File: config.mk
export PLATFORM = sky130hd
export DESIGN_NAME = lockctl_top
export DESIGN_NICKNAME = d
export VERILOG_FILES = /design/src/rtl/lockctl_pkg.sv /design/src/rtl/lockctl_timer.sv /design/src/rtl/lockctl_bits.sv /design/src/rtl/lockctl_seq.sv /design/src/rtl/lockctl_top.sv
export SDC_FILE = /design/constraint.sdc
export NUM_CORES = 1
export LEC_CHECK = 0
export ABC_AREA = 1
export BUFFER_PORTS_ARGS = -buffer_cell sky130_fd_sc_hd__buf_4
export CORE_AREA = 2 2 43 85
export DETAILED_ROUTE_END_ITERATION = 10
export DIE_AREA = 0 0 45 87
export GPL_TIMING_DRIVEN = 0
export PLACE_DENSITY = 0.75
export SLEW_MARGIN = 40
export SYNTH_ARGS = -nofsm -noshare
export SYNTH_HDL_FRONTEND = slang
export SYNTH_HIERARCHICAL = 1
export SYNTH_SLANG_ARGS = --single-unit
File: constraint.sdc
create_clock -name clk -period 4.1 [get_ports clk]
set_clock_uncertainty 0.05 [all_clocks]
set_input_delay 0.205 -clock clk [delete_from_list [all_inputs] [get_ports clk]]
set_output_delay 0.205 -clock clk [all_outputs]
set_load 0.02 [all_outputs]
File: src/rtl/lockctl_pkg.sv
package lockctl_pkg;
    localparam logic [7:0] OP_SETUP = 8'h60;
    localparam logic [7:0] OP_SET   = 8'h01;
    localparam logic [7:0] OP_CLRALL = 8'hD0;
    localparam logic [7:0] OP_CLRST = 8'h50;

    typedef enum logic {SQ_IDLE, SQ_ARMED} seq_st_e;
endpackage

File: src/rtl/lockctl_timer.sv
module lockctl_timer #(
    parameter int CNT_W = 4
) (
    input  logic             clk,
    input  logic             rst_n,
    input  logic             load,
    input  logic [CNT_W-1:0] load_val,
    output logic             busy,
    output logic             done
);
    typedef struct packed {
        logic             busy;
        logic [CNT_W-1:0] cnt;
    } tmr_t;

    tmr_t r_d, r_q;

    always_comb begin
        r_d  = r_q;
        done = r_q.busy && (r_q.cnt == '0);
        if (load) begin
            r_d.busy = 1'b1;
            r_d.cnt  = load_val;
        end else if (done) begin
            r_d.busy = 1'b0;
        end else if (r_q.busy) begin
            r_d.cnt = r_q.cnt - 1'b1;
        end
    end

    always_ff @(posedge clk) begin
        if (!rst_n) r_q <= '0;
        else        r_q <= r_d;
    end

    assign busy = r_q.busy;
endmodule

File: src/rtl/lockctl_bits.sv
module lockctl_bits #(
    parameter int NBLK  = 8,
    parameter int BLK_W = 3
) (
    input  logic             clk,
    input  logic             rst_n,
    input  logic             set_en,
    input  logic [BLK_W-1:0] set_idx,
    input  logic             clr_all,
    output logic [NBLK-1:0]  bits
);
    logic [NBLK-1:0] bits_d, bits_q;

    for (genvar g = 0; g < NBLK; g++) begin : g_bit
        always_comb begin
            bits_d[g] = bits_q[g];
            if (clr_all)                                   bits_d[g] = 1'b0;
            else if (set_en && (set_idx == BLK_W'(g)))     bits_d[g] = 1'b1;
        end
    end

    always_ff @(posedge clk) begin
        if (!rst_n) bits_q <= '0;
        else        bits_q <= bits_d;
    end

    assign bits = bits_q;
endmodule

File: src/rtl/lockctl_seq.sv
module lockctl_seq
    import lockctl_pkg::*;
#(
    parameter int BLK_W   = 3,
    parameter int CNT_W   = 4,
    parameter int SET_CYC = 5,
    parameter int CLR_CYC = 12
) (
    input  logic             clk,
    input  logic             rst_n,
    input  logic             wr_en,
    input  logic [BLK_W-1:0] wr_blk,
    input  logic [7:0]       wr_data,
    input  logic             wp_ok,
    input  logic             suspend_i,
    input  logic             busy,
    input  logic             done,
    output logic             start,
    output logic [CNT_W-1:0] start_cnt,
    output logic             set_en,
    output logic             clr_all,
    output logic [BLK_W-1:0] op_blk,
    output logic             stat_mode,
    output logic [7:0]       status
);
    typedef struct packed {
        seq_st_e          st;
        logic [BLK_W-1:0] blk;
        logic             op_clr;
        logic             smode;
        logic             e_clr;
        logic             e_set;
        logic             e_wp;
    } seq_t;

    seq_t s_d, s_q;

    always_comb begin
        logic good, is_clr;
        s_d       = s_q;
        start     = 1'b0;
        start_cnt = '0;
        good      = 1'b0;
        is_clr    = 1'b0;
        if (wr_en && !busy) begin
            if (s_q.st == SQ_IDLE) begin
                if (wr_data == OP_SETUP) begin
                    s_d.st    = SQ_ARMED;
                    s_d.blk   = wr_blk;
                    s_d.smode = 1'b1;
                end else if (wr_data == OP_CLRST) begin
                    s_d.e_clr = 1'b0;
                    s_d.e_set = 1'b0;
                    s_d.e_wp  = 1'b0;
                end else begin
                    s_d.smode = 1'b0;
                end
            end else begin
                s_d.st = SQ_IDLE;
                if (wr_data == OP_SET && wr_blk == s_q.blk) begin
                    good = 1'b1;
                end else if (wr_data == OP_CLRALL) begin
                    good   = 1'b1;
                    is_clr = 1'b1;
                end else begin
                    s_d.e_clr = 1'b1;
                    s_d.e_set = 1'b1;
                end
                if (good) begin
                    if (suspend_i || !wp_ok) begin
                        if (is_clr) s_d.e_clr = 1'b1;
                        else        s_d.e_set = 1'b1;
                        if (!suspend_i) s_d.e_wp = 1'b1;
                    end else begin
                        start      = 1'b1;
                        s_d.op_clr = is_clr;
                        start_cnt  = is_clr ? CNT_W'(CLR_CYC - 1) : CNT_W'(SET_CYC - 1);
                    end
                end
            end
        end
    end

    always_ff @(posedge clk) begin
        if (!rst_n) s_q <= '{st: SQ_IDLE, default: '0};
        else        s_q <= s_d;
    end

    assign set_en    = done && !s_q.op_clr;
    assign clr_all   = done && s_q.op_clr;
    assign op_blk    = s_q.blk;
    assign stat_mode = s_q.smode;
    assign status    = {!busy, 1'b0, s_q.e_clr, s_q.e_set, s_q.e_wp, 3'b000};
endmodule

File: src/rtl/lockctl_top.sv
module lockctl_top #(
    parameter int NBLK    = 8,
    parameter int OFS_W   = 4,
    parameter int SET_CYC = 5,
    parameter int CLR_CYC = 12,
    localparam int BLK_W  = (NBLK > 1) ? $clog2(NBLK) : 1,
    localparam int AW     = BLK_W + OFS_W
) (
    input  logic            clk,
    input  logic            rst_n,
    input  logic            wr_en,
    input  logic [AW-1:0]   wr_addr,
    input  logic [7:0]      wr_data,
    input  logic            wp_ok,
    input  logic            suspend_i,
    output logic [7:0]      rd_data,
    output logic            stat_mode,
    output logic            ready,
    output logic [NBLK-1:0] lock_bits,
    input  logic            req_valid,
    input  logic [AW-1:0]   req_addr,
    output logic            req_ok
);
    localparam int MAXC  = (SET_CYC > CLR_CYC) ? SET_CYC : CLR_CYC;
    localparam int CNT_W = $clog2(MAXC + 1);

    logic             start, busy, done, set_en, clr_all;
    logic [CNT_W-1:0] start_cnt;
    logic [BLK_W-1:0] op_blk;
    logic [7:0]       status;

    lockctl_seq #(.BLK_W(BLK_W), .CNT_W(CNT_W), .SET_CYC(SET_CYC), .CLR_CYC(CLR_CYC)) u_seq (
        .clk(clk), .rst_n(rst_n), .wr_en(wr_en), .wr_blk(wr_addr[AW-1:OFS_W]),
        .wr_data(wr_data), .wp_ok(wp_ok), .suspend_i(suspend_i), .busy(busy),
        .done(done), .start(start), .start_cnt(start_cnt), .set_en(set_en),
        .clr_all(clr_all), .op_blk(op_blk), .stat_mode(stat_mode), .status(status)
    );

    lockctl_timer #(.CNT_W(CNT_W)) u_tmr (
        .clk(clk), .rst_n(rst_n), .load(start), .load_val(start_cnt),
        .busy(busy), .done(done)
    );

    lockctl_bits #(.NBLK(NBLK), .BLK_W(BLK_W)) u_bits (
        .clk(clk), .rst_n(rst_n), .set_en(set_en), .set_idx(op_blk),
        .clr_all(clr_all), .bits(lock_bits)
    );

    assign ready   = !busy;
    assign rd_data = stat_mode ? status : 8'h00;
    assign req_ok  = req_valid && !lock_bits[req_addr[AW-1:OFS_W]];
endmodule

==> flow_summary.yaml, run 1 <==
pwr:
  swShare: 0.210
  power_switching_mw: 0.0975
  internal_power_mw: 0.367
  p_comb_frac: 0.108
  power_frac_seq: 0.460
  powerDensity_nw_per_um2: 239
  leakagePower_nw: 1.01
  vdd.ir_drop.worst_mv: 0.263
  clkPwrFrac: 0.432
die:
  rows: 30
  initial_utilization: 0.474
  die_area_um2: 3920
  die_w_um: 45
  die_y_um: 87
  io_pins: 47
  core-area_um2: 3300
cts:
  path_clk_slew_ns: 0.08
  htree_levels: 1
  cts-root-buf: "clkbuf_8"
  cts_hold_buf: 0
  cts.sinks: 22
  postCtsSetupRepairBufs: 0
  tritoncts: "yes"
  insertion_delay_ns: 0.26
  cts_resized: 0
  clock_path_buffers: 2
  cts_buffers: 3
timing:
  hold_viol: 0
  max_freq_mhz: 493
  maxSlewHeadroom: 0.593
  tightest_slew_ns: 0.610
  setup_viol: 0
  rsz0062_at_grt: "false"
  period_share: 0.495
  min_period_ns: 2.03
  tns_ns: 0
  slew_viol_final: 0
global_route:
  grt_pass1_wl_mm: 5.64
  grt_usage: 0.182
  grt-ovfl-total: 0
  grt_pass1_vias: 1439
  grt_max_degree: 14
  antenna_found_initial: 0
synth:
  synth_edf_count: 0
  avgSynthCellArea_um2: 6.11
  synth_warnings: 6
  netlist_instances: 256
  yosysSeqAreaShare: 0.281
  synth-async-reset-ratio: 0
  synth_ff_type: "dfxtp_1"
  netlist-cell-type-count: 26
  synth_area_um2: 1570
  synth.ff_latch_count: 22
placement:
  portBuffers: 34
  place_area_um2: 1870
  placed_cells: 325
  dp_hpwl_mm: 2.58
  routabilityCongestion: 0.827
final_layout:
  layout-drive-gt1-share: 0.286
  fill_cells: 335
  diodes: 0
  design_area_um2: 1940
  most-common-layout-cells: "nand2_1 (67), inv_1 (51), buf_4 (46)"
  instances_no_fill: 329
  syn_to_final_growth_pct: 24.1
  final_common_cell: "nand2_1"
  nets: 328
detailed_routing:
  post_drt_wl_per_cell_um: 9.49
  vias: 1528
  drc: 0
  drt-initial-drc-count: 26
  drt_first_pass_iters: 5
  totalWireLength_mm: 3.12
  viasPerCell: 4.64
  antenna_left: 0
worst_setup_path:
  cp-end-kind: "register"
  cp_max_fo: 8
  crit_required_ns: 4.21
  cp-start-kind: "register"
  worstPathArrival_ns: 2.14
  path_class: "register to register"
hold_path:
  min_path_type: "input port to register"
job:
  cap_violations: 0
outcome:
  outcome: "complete, no violations"
[logic make-up after synthesis]
family / synth area share
other: 0.00240
AOI/OAI and AO/OA: 0.0967
and+or+nand+nor: 0.394
xor gates and xnor gates: 0.00560
adders and majority gates: 0.0160
buffers and inverters: 0.204
DFF: 0.281
[area by class of cell]
cell class,count,area [um2],share of cell area
multi-input combinational,164,817,0.420
sequential,22,440,0.227
timing repair buffer,34,255,0.131
inverter,60,225,0.116
buffer,13,93.8,0.0483
clock buffer,3,41.3,0.0212
tap,32,40.0,0.0206
clock inverter,1,30.0,0.0155
[layer usage]
layer,wire length [um],vias up,global-route usage,part of all wire
met5,0,-,0,0
met4,24,0,0.0561,0.0077
met3,148,2,0.0270,0.047
met2,1610,32,0.305,0.51
met1,1340,666,0.232,0.43
li1,-,828,-,-
[power by group through the flow]
stage | Sequential, mW | Clock, mW | Combinational [mW]
final | 0.214 | 0.201 | 0.0502
after floorplan | 0.219 | 0 | 0.0268
after CTS | 0.214 | 0.208 | 0.0505
after detailed placement | 0.219 | 0 | 0.0503
after global routing | 0.214 | 0.218 | 0.0569
after global placement | 0.219 | 0 | 0.0491
[cell usage after synthesis, types with 3 or more instances]
library cell | count | area share
nor2_1 | 20 | 0.048
nand3_2 | 3 | 0.019
nand2_2 | 7 | 0.028
nor2_4 | 4 | 0.029
nor3_1 | 3 | 0.0096
nand3_1 | 12 | 0.038
o21ai_1 | 3 | 0.0096
o21ai_0 | 3 | 0.0096
a21oi_2 | 3 | 0.017
nand2_1 | 67 | 0.16
dfxtp_1 | 22 | 0.28
inv_2 | 8 | 0.019
buf_4 | 12 | 0.058
a21oi_1 | 19 | 0.061
inv_1 | 51 | 0.12
nor2_2 | 7 | 0.028
[metrics by stage]
step	utilization	power, mW	hold WS, ns	setup slack [ns]
finish	0.588	0.465	0.161	2.07
global route	0.588	0.488	0.163	1.85
CTS	0.588	0.473	0.150	2.10
detailed placement	0.567	0.269	0.391	2.13
global placement	0.567	0.268	0.390	2.17
floorplan	-	0.246	0.253	2.42
[sequential cells by signal, indices dropped and copies added, names as in the netlist]
name and count:
u_tmr/r_q 4, u_seq/op_blk 3, u_bits/bits 8, u_seq/status 3
u_tmr/busy 1, u_seq/stat_mode 1, u_seq/s_q 2
[path summary, 6_finish.rpt]
| kind | endpoint | slack, ns | cells past startpoint | startpoint |
|---|---|---|---|---|
| setup / recovery | u_tmr/r_q[2] | 2.07 | 11 | u_seq/op_blk[0] |
| hold / removal | u_seq/op_blk[0] | 0.16 | 3 | wr_addr[4] |
| setup reg to reg | u_tmr/r_q[2] | 2.07 | 11 | u_seq/op_blk[0] |
| hold reg to reg | u_seq/status[5] | 0.40 | 2 | u_seq/status[5] |
[worst max-delay path: stages (launching register included)]
cell and delay [ns]:
dfxtp_1 0.39, inv_1 0.05, nand2_1 0.07, nand2_1 0.06, nor2_2 0.10, nand3_1 0.14
a21oi_1 0.52, inv_1 0.18, nand3_1 0.13, nand2_1 0.05, a21oi_1 0.12, nor2_1 0.05
No activity file was read; power rests on OpenSTA's default activity.
==> inputs of run 2 (changes only) <==
- clock period: 4.1 -> 1.9 ns (I/O delays scaled with it)
==> flow_summary.yaml, run 2 (same netlist as run 1, synthesis figures left out) <==
pwr:
  power_frac_seq: 0.460
  internal_power_mw: 0.792
  p_comb_frac: 0.108
  power_switching_mw: 0.210
  p_total_mw: 1.00
  powerDensity_nw_per_um2: 509
  leakagePower_nw: 1.02
  clkPwrFrac: 0.432
  vdd.ir_drop.worst_mv: 0.567
  swShare: 0.210
worst_setup_path:
  crit_required_ns: 2.05
  cp-start-kind: "register"
  worstPathArrival_ns: 1.84
  crit_path_cell_trace: "inv_1 -> nand2_1 -> nand2_1 -> nor2_2 -> nand3_1 -> a21oi_4 -> buf_4 -> nand2_1 -> o21ai_0 -> nand2_1 -> a21oi_2"
  cp_max_fo: 5
  cp_slowest_cell: "dfxtp_1"
  path_common_cell: "nand2_1"
  cp-end-kind: "register"
  path_class: "register to register"
  slowest_delay_ns: 0.39
timing:
  period_share: 0.890
  setup_viol: 0
  min_period_ns: 1.69
  tns_ns: 0
  slew_viol_final: 0
  max_freq_mhz: 591
  whs_ns: 0.0509
  hold_viol: 0
final_layout:
  largest_reg_flops: 8
  diodes: 0
  final_common_cell: "nand2_1"
  layout-drive-gt1-share: 0.294
  syn_to_final_growth_pct: 25.8
  fin_util: 0.596
  nets: 330
  most-common-layout-cells: "nand2_1 (67), inv_1 (51), buf_4 (48)"
cts:
  cts-root-buf: "clkbuf_8"
  htree_levels: 1
  insertion_delay_ns: 0.26
  tritoncts: "yes"
  clock_path_buffers: 2
  path_clk_slew_ns: 0.08
  cts_buffers: 3
  cts.sinks: 22
hold_path:
  min_path_type: "input port to register"
die:
  die_y_um: 87
  rows: 30
  initial_utilization: 0.474
  die_area_um2: 3920
  die_w_um: 45
  core-area_um2: 3300
  io_pins: 47
global_route:
  grt.busiest_layer: "met2"
  grt_pass1_wl_mm: 5.62
  grt_usage: 0.182
  antenna_found_initial: 0
  use_met2: 0.305
  grtUsageMet1: 0.231
  grt_max_degree: 14
  grt_pass1_vias: 1438
  grt-ovfl-total: 0
  grtUsageMet3: 0.0270
detailed_routing:
  drc: 0
  drt-initial-drc-count: 27
  antenna_left: 0
  post_drt_wl_per_cell_um: 9.46
  vias: 1527
  totalWireLength_mm: 3.13
  viasPerCell: 4.61
  drt_first_pass_iters: 4
placement:
  portBuffers: 34
  dp_hpwl_mm: 2.58
  routabilityCongestion: 0.827
job:
  cap_violations: 0
outcome:
  outcome: "complete, no violations"
run 2: cell count changes in the layout (fill, tap and decap cells not counted):
cell     before  now
a21oi_1      19   18
a21oi_4       0    1
buf_4        46   48
run 2: power groups by stage:
| stage | Clock, mW | Sequential [mW] | Combinational, mW |
|---|---|---|---|
| detailed placement | 0 | 0.472 | 0.109 |
| CTS | 0.450 | 0.461 | 0.109 |
| global placement | 0 | 0.472 | 0.106 |
| global route | 0.470 | 0.461 | 0.123 |
| finish | 0.433 | 0.461 | 0.108 |
| floorplan | 0 | 0.472 | 0.0578 |
run 2: metrics by stage:
| stage | instance area [um2] | setup WS (ns) | cells |
|---|---|---|---|
| 2_1_floorplan | 1580 | 0.218 | 259 |
| 3_3_place_gp | 1870 | -0.0258 | 325 |
| 3_5_place_dp | 1870 | -0.0654 | 325 |
| 4_1_cts | 1950 | 0.0811 | 329 |
| 5_1_grt | 1970 | -0.00387 | 331 |
| 6_report | 1970 | 0.208 | 331 |
run 2: final cells by class:
type,count,area (um2)
Sequential cell,22,440
Fill cell,330,1330
Clock buffer,3,41.3
Clock inverter,1,30.0
Buffer,13,93.8
Tap cell,32,40.0
Inverter,60,225
Multi-Input combinational cell,164,828
Timing Repair Buffer,36,270
run 2: path summary, 6_finish.rpt:
path         cells after the start  slack [ns]         endpoint            start
max                             11        0.21     u_tmr/r_q[0]  u_seq/op_blk[0]
min                              3        0.05  u_seq/op_blk[0]       wr_addr[4]
max reg2reg                     11        0.21     u_tmr/r_q[0]  u_seq/op_blk[0]
min reg2reg                      2        0.40  u_seq/status[5]  u_seq/status[5]
run 2: what timing repair did:
item / CTS / global route
pin swaps: 0 / 1
hold buffers: 0 / 0
gates resized for setup: 1 / 1
setup buffers: 0 / 2
setup endpoints to repair: 4 / 4
run 2: per-layer routing:
layer | up-vias | part of all wire | routed length, um
met1 | 659 | 0.42 | 1320
li1 | 832 | - | -
met5 | - | 0 | 0
met3 | 4 | 0.049 | 154
met4 | 0 | 0.012 | 36
met2 | 32 | 0.52 | 1620
run 2: worst max-delay path, delay by kind of cell, from the launching register on:
family                 cells  cell delay (ns)
AND/OR/NAND/NOR            6             0.54
buffers and inverters      2             0.21
flip-flops                 1             0.39
AO/OA/AOI/OAI              3             0.43
==> inputs of run 3 (changes only) <==
- ABC_AREA: 1 -> not set
- CORE_AREA: 2 2 43 85 -> 2 2 41 80
- DIE_AREA: 0 0 45 87 -> 0 0 43 82
- PLACE_DENSITY: 0.75 -> 0.76
==> flow_summary.yaml, run 3 <==
outcome:
  outcome: "complete, no violations"
synth:
  yosysTopAreaCellShare: 0.316
  yosysMostFrequentCell: "dfxtp_1"
  netlist-cell-type-count: 41
  synth_warnings: 6
  synth_edf_count: 0
  netlist_instances: 161
  synth-async-reset-ratio: 0
  synth_area_leaders: "dfxtp_1 (32%), buf_4 (6.5%), mux2i_1 (5.7%)"
  avgSynthCellArea_um2: 8.67
  synth_area_um2: 1400
  synth_ff_type: "dfxtp_1"
  synth.ff_latch_count: 22
  yosysSeqAreaShare: 0.316
  synth_common_cells: "dfxtp_1 (22), inv_1 (14), nor2_1 (14), a21oi_1 (12), buf_4 (12)"
  yosysTopAreaCell: "dfxtp_1"
worst_setup_path:
  critPathTopFamily: "simple AND/OR/NAND/NOR gates"
  critical_path_depth: 6
  path_class: "register to register"
  crit_start: "u_tmr/r_q[0]"
  r2r-start: "u_tmr/r_q[0]"
  cp-start-kind: "register"
  crit_required_ns: 2.04
  worstPathArrival_ns: 1.97
  cp-end-kind: "register"
  cp_max_fo: 5
  cp_slowest_cell: "or4b_1"
  slowest_delay_ns: 0.46
  rr_worst_depth: 6
  crit_buf_inv: 1
  crit_path_cell_trace: "inv_1 -> ha_1 -> and4bb_2 -> nor2b_4 -> or4b_1 -> a21oi_1"
die:
  die_area_um2: 3530
  die_w_um: 43
  die_y_um: 82
  initial_utilization: 0.474
  core-area_um2: 2940
  io_pins: 47
  rows: 28
pwr:
  p_comb_frac: 0.100
  clkPwrFrac: 0.436
  power_frac_seq: 0.464
  vdd.ir_drop.worst_mv: 0.481
  powerDensity_nw_per_um2: 533
  swShare: 0.201
  power_switching_mw: 0.200
  leakagePower_nw: 0.791
  internal_power_mw: 0.793
hold_path:
  hold_path_startpoint: "wr_addr[6]"
  hold_depth: 3
  min_path_type: "input port to register"
global_route:
  grt_max_degree: 14
  grt_pass1_wl_mm: 5.42
  antenna_found_initial: 0
  grt_pass1_vias: 1278
  grt_usage: 0.197
  grt-ovfl-total: 0
placement:
  dp_hpwl_mm: 2.61
  routabilityCongestion: 0.838
  pre_cts_slack_ns: -0.130
  portBuffers: 33
detailed_routing:
  drt-initial-drc-count: 39
  highest_layer: "met4"
  wl_met3_um: 190
  vias: 1337
  totalWireLength_mm: 3.53
  antenna_left: 0
  drt_first_pass_iters: 4
  wl_met1_mm: 1.14
  post_drt_wl_per_cell_um: 14.9
  viasPerCell: 5.64
  drc: 0
  wl_met2_mm: 2.11
timing:
  setup_viol: 0
  slew_viol_final: 0
  tns_ns: 0
  fin_ws_ns: 0.0763
  rsz0062_at_grt: "false"
  period_share: 0.960
  max_freq_mhz: 548
  min_period_ns: 1.82
  hold_viol: 0
final_layout:
  most-common-layout-cells: "buf_4 (49), dfxtp_1 (21), inv_1 (14), nor2_1 (14), a21oi_1 (12)"
  layout-drive-gt1-share: 0.362
  final_common_cell: "buf_4"
  nets: 238
  syn_to_final_growth_pct: 33.5
  largest_reg_flops: 8
  fin_util: 0.633
  diodes: 0
cts:
  clock_path_buffers: 2
  htree_levels: 1
  cts.sinks: 22
  cts-root-buf: "clkbuf_8"
  tritoncts: "yes"
  path_clk_slew_ns: 0.08
  cts_buffers: 3
  insertion_delay_ns: 0.26
job:
  cap_violations: 0
[run 3: changes by cell type in the layout (fill, tap and decap cells not counted), moves of 4 or more]
| cell | previous run | this run |
|---|---|---|
| nand2_2 | 7 | 0 |
| nor2_1 | 20 | 14 |
| inv_1 | 51 | 14 |
| mux2i_1 | 0 | 8 |
| a21oi_1 | 18 | 12 |
| nor2_4 | 4 | 0 |
| inv_2 | 8 | 0 |
| nor2_2 | 7 | 0 |
| and2_1 | 0 | 10 |
| nand2_1 | 67 | 5 |
[run 3: area by class of cell]
cell class / instances / area (um2)
fillers: 262 / 1080
multi-input cells: 111 / 847
flip-flops and latches: 22 / 442
repair buffers: 39 / 298
plain buffers: 17 / 114
inverters: 14 / 52.6
clock buffers: 3 / 41.3
well taps: 30 / 37.5
clock inverters: 1 / 30.0
[run 3: power groups by stage]
stage / clock [mW] / combinational [mW] / sequential [mW]
after floorplan: 0 / 0.0389 / 0.472
after CTS: 0.441 / 0.0915 / 0.461
after global placement: 0 / 0.0839 / 0.472
after detailed placement: 0 / 0.0863 / 0.472
after global routing: 0.452 / 0.104 / 0.461
final: 0.433 / 0.0988 / 0.461
[run 3: path summary, 6_finish.rpt]
check                          to  slack [ns]
setup / recovery   u_bits/bits[0]        0.08
hold / removal    u_seq/op_blk[2]        0.05
setup reg to reg   u_bits/bits[0]        0.08
hold reg to reg    u_bits/bits[6]        0.42
[run 3: worst reg2reg max path: stages, from the launching register on]
cell and delay (ns):
dfxtp_1 0.33, inv_1 0.12, ha_1 0.20, and4bb_2 0.25, nor2b_4 0.19, or4b_1 0.46, a21oi_1 0.15
[run 3: cells by family after synthesis]
family,count (synthesis),synth area share
xor gates and xnor gates,3,0.0188
AOI/OAI and AO/OA,25,0.127
buffers and inverters,31,0.119
adders and majority gates,2,0.0179
other,1,0.00269
DFF,22,0.316
and+or+nand+nor,68,0.325
muxes,9,0.0735
[run 3: through the flow]
step                      hold WS, ns  cell area [um2]  total power, mW  cells
after floorplan                 0.146             1410            0.511    164
after global placement          0.246             1690            0.556    227
after detailed placement        0.261             1690            0.558    227
after CTS                      0.0362             1800            0.993    233
after global routing           0.0573             1860             1.02    237
final                          0.0480             1860            0.992    237
[run 3: routing by layer]
layer / global-route usage / vias to the layer above
li1: - / 642
met3: 0.0308 / 8
met1: 0.180 / 637
met5: 0 / -
met4: 0.0485 / 0
met2: 0.424 / 50
[run 3: timing repair]
item	CTS	global route
setup buffers	0	4
hold buffers	2	0
endpoints found under the hold margin	1	0
setup endpoints to repair	3	5
resized for setup	3	6
pin swaps	0	2
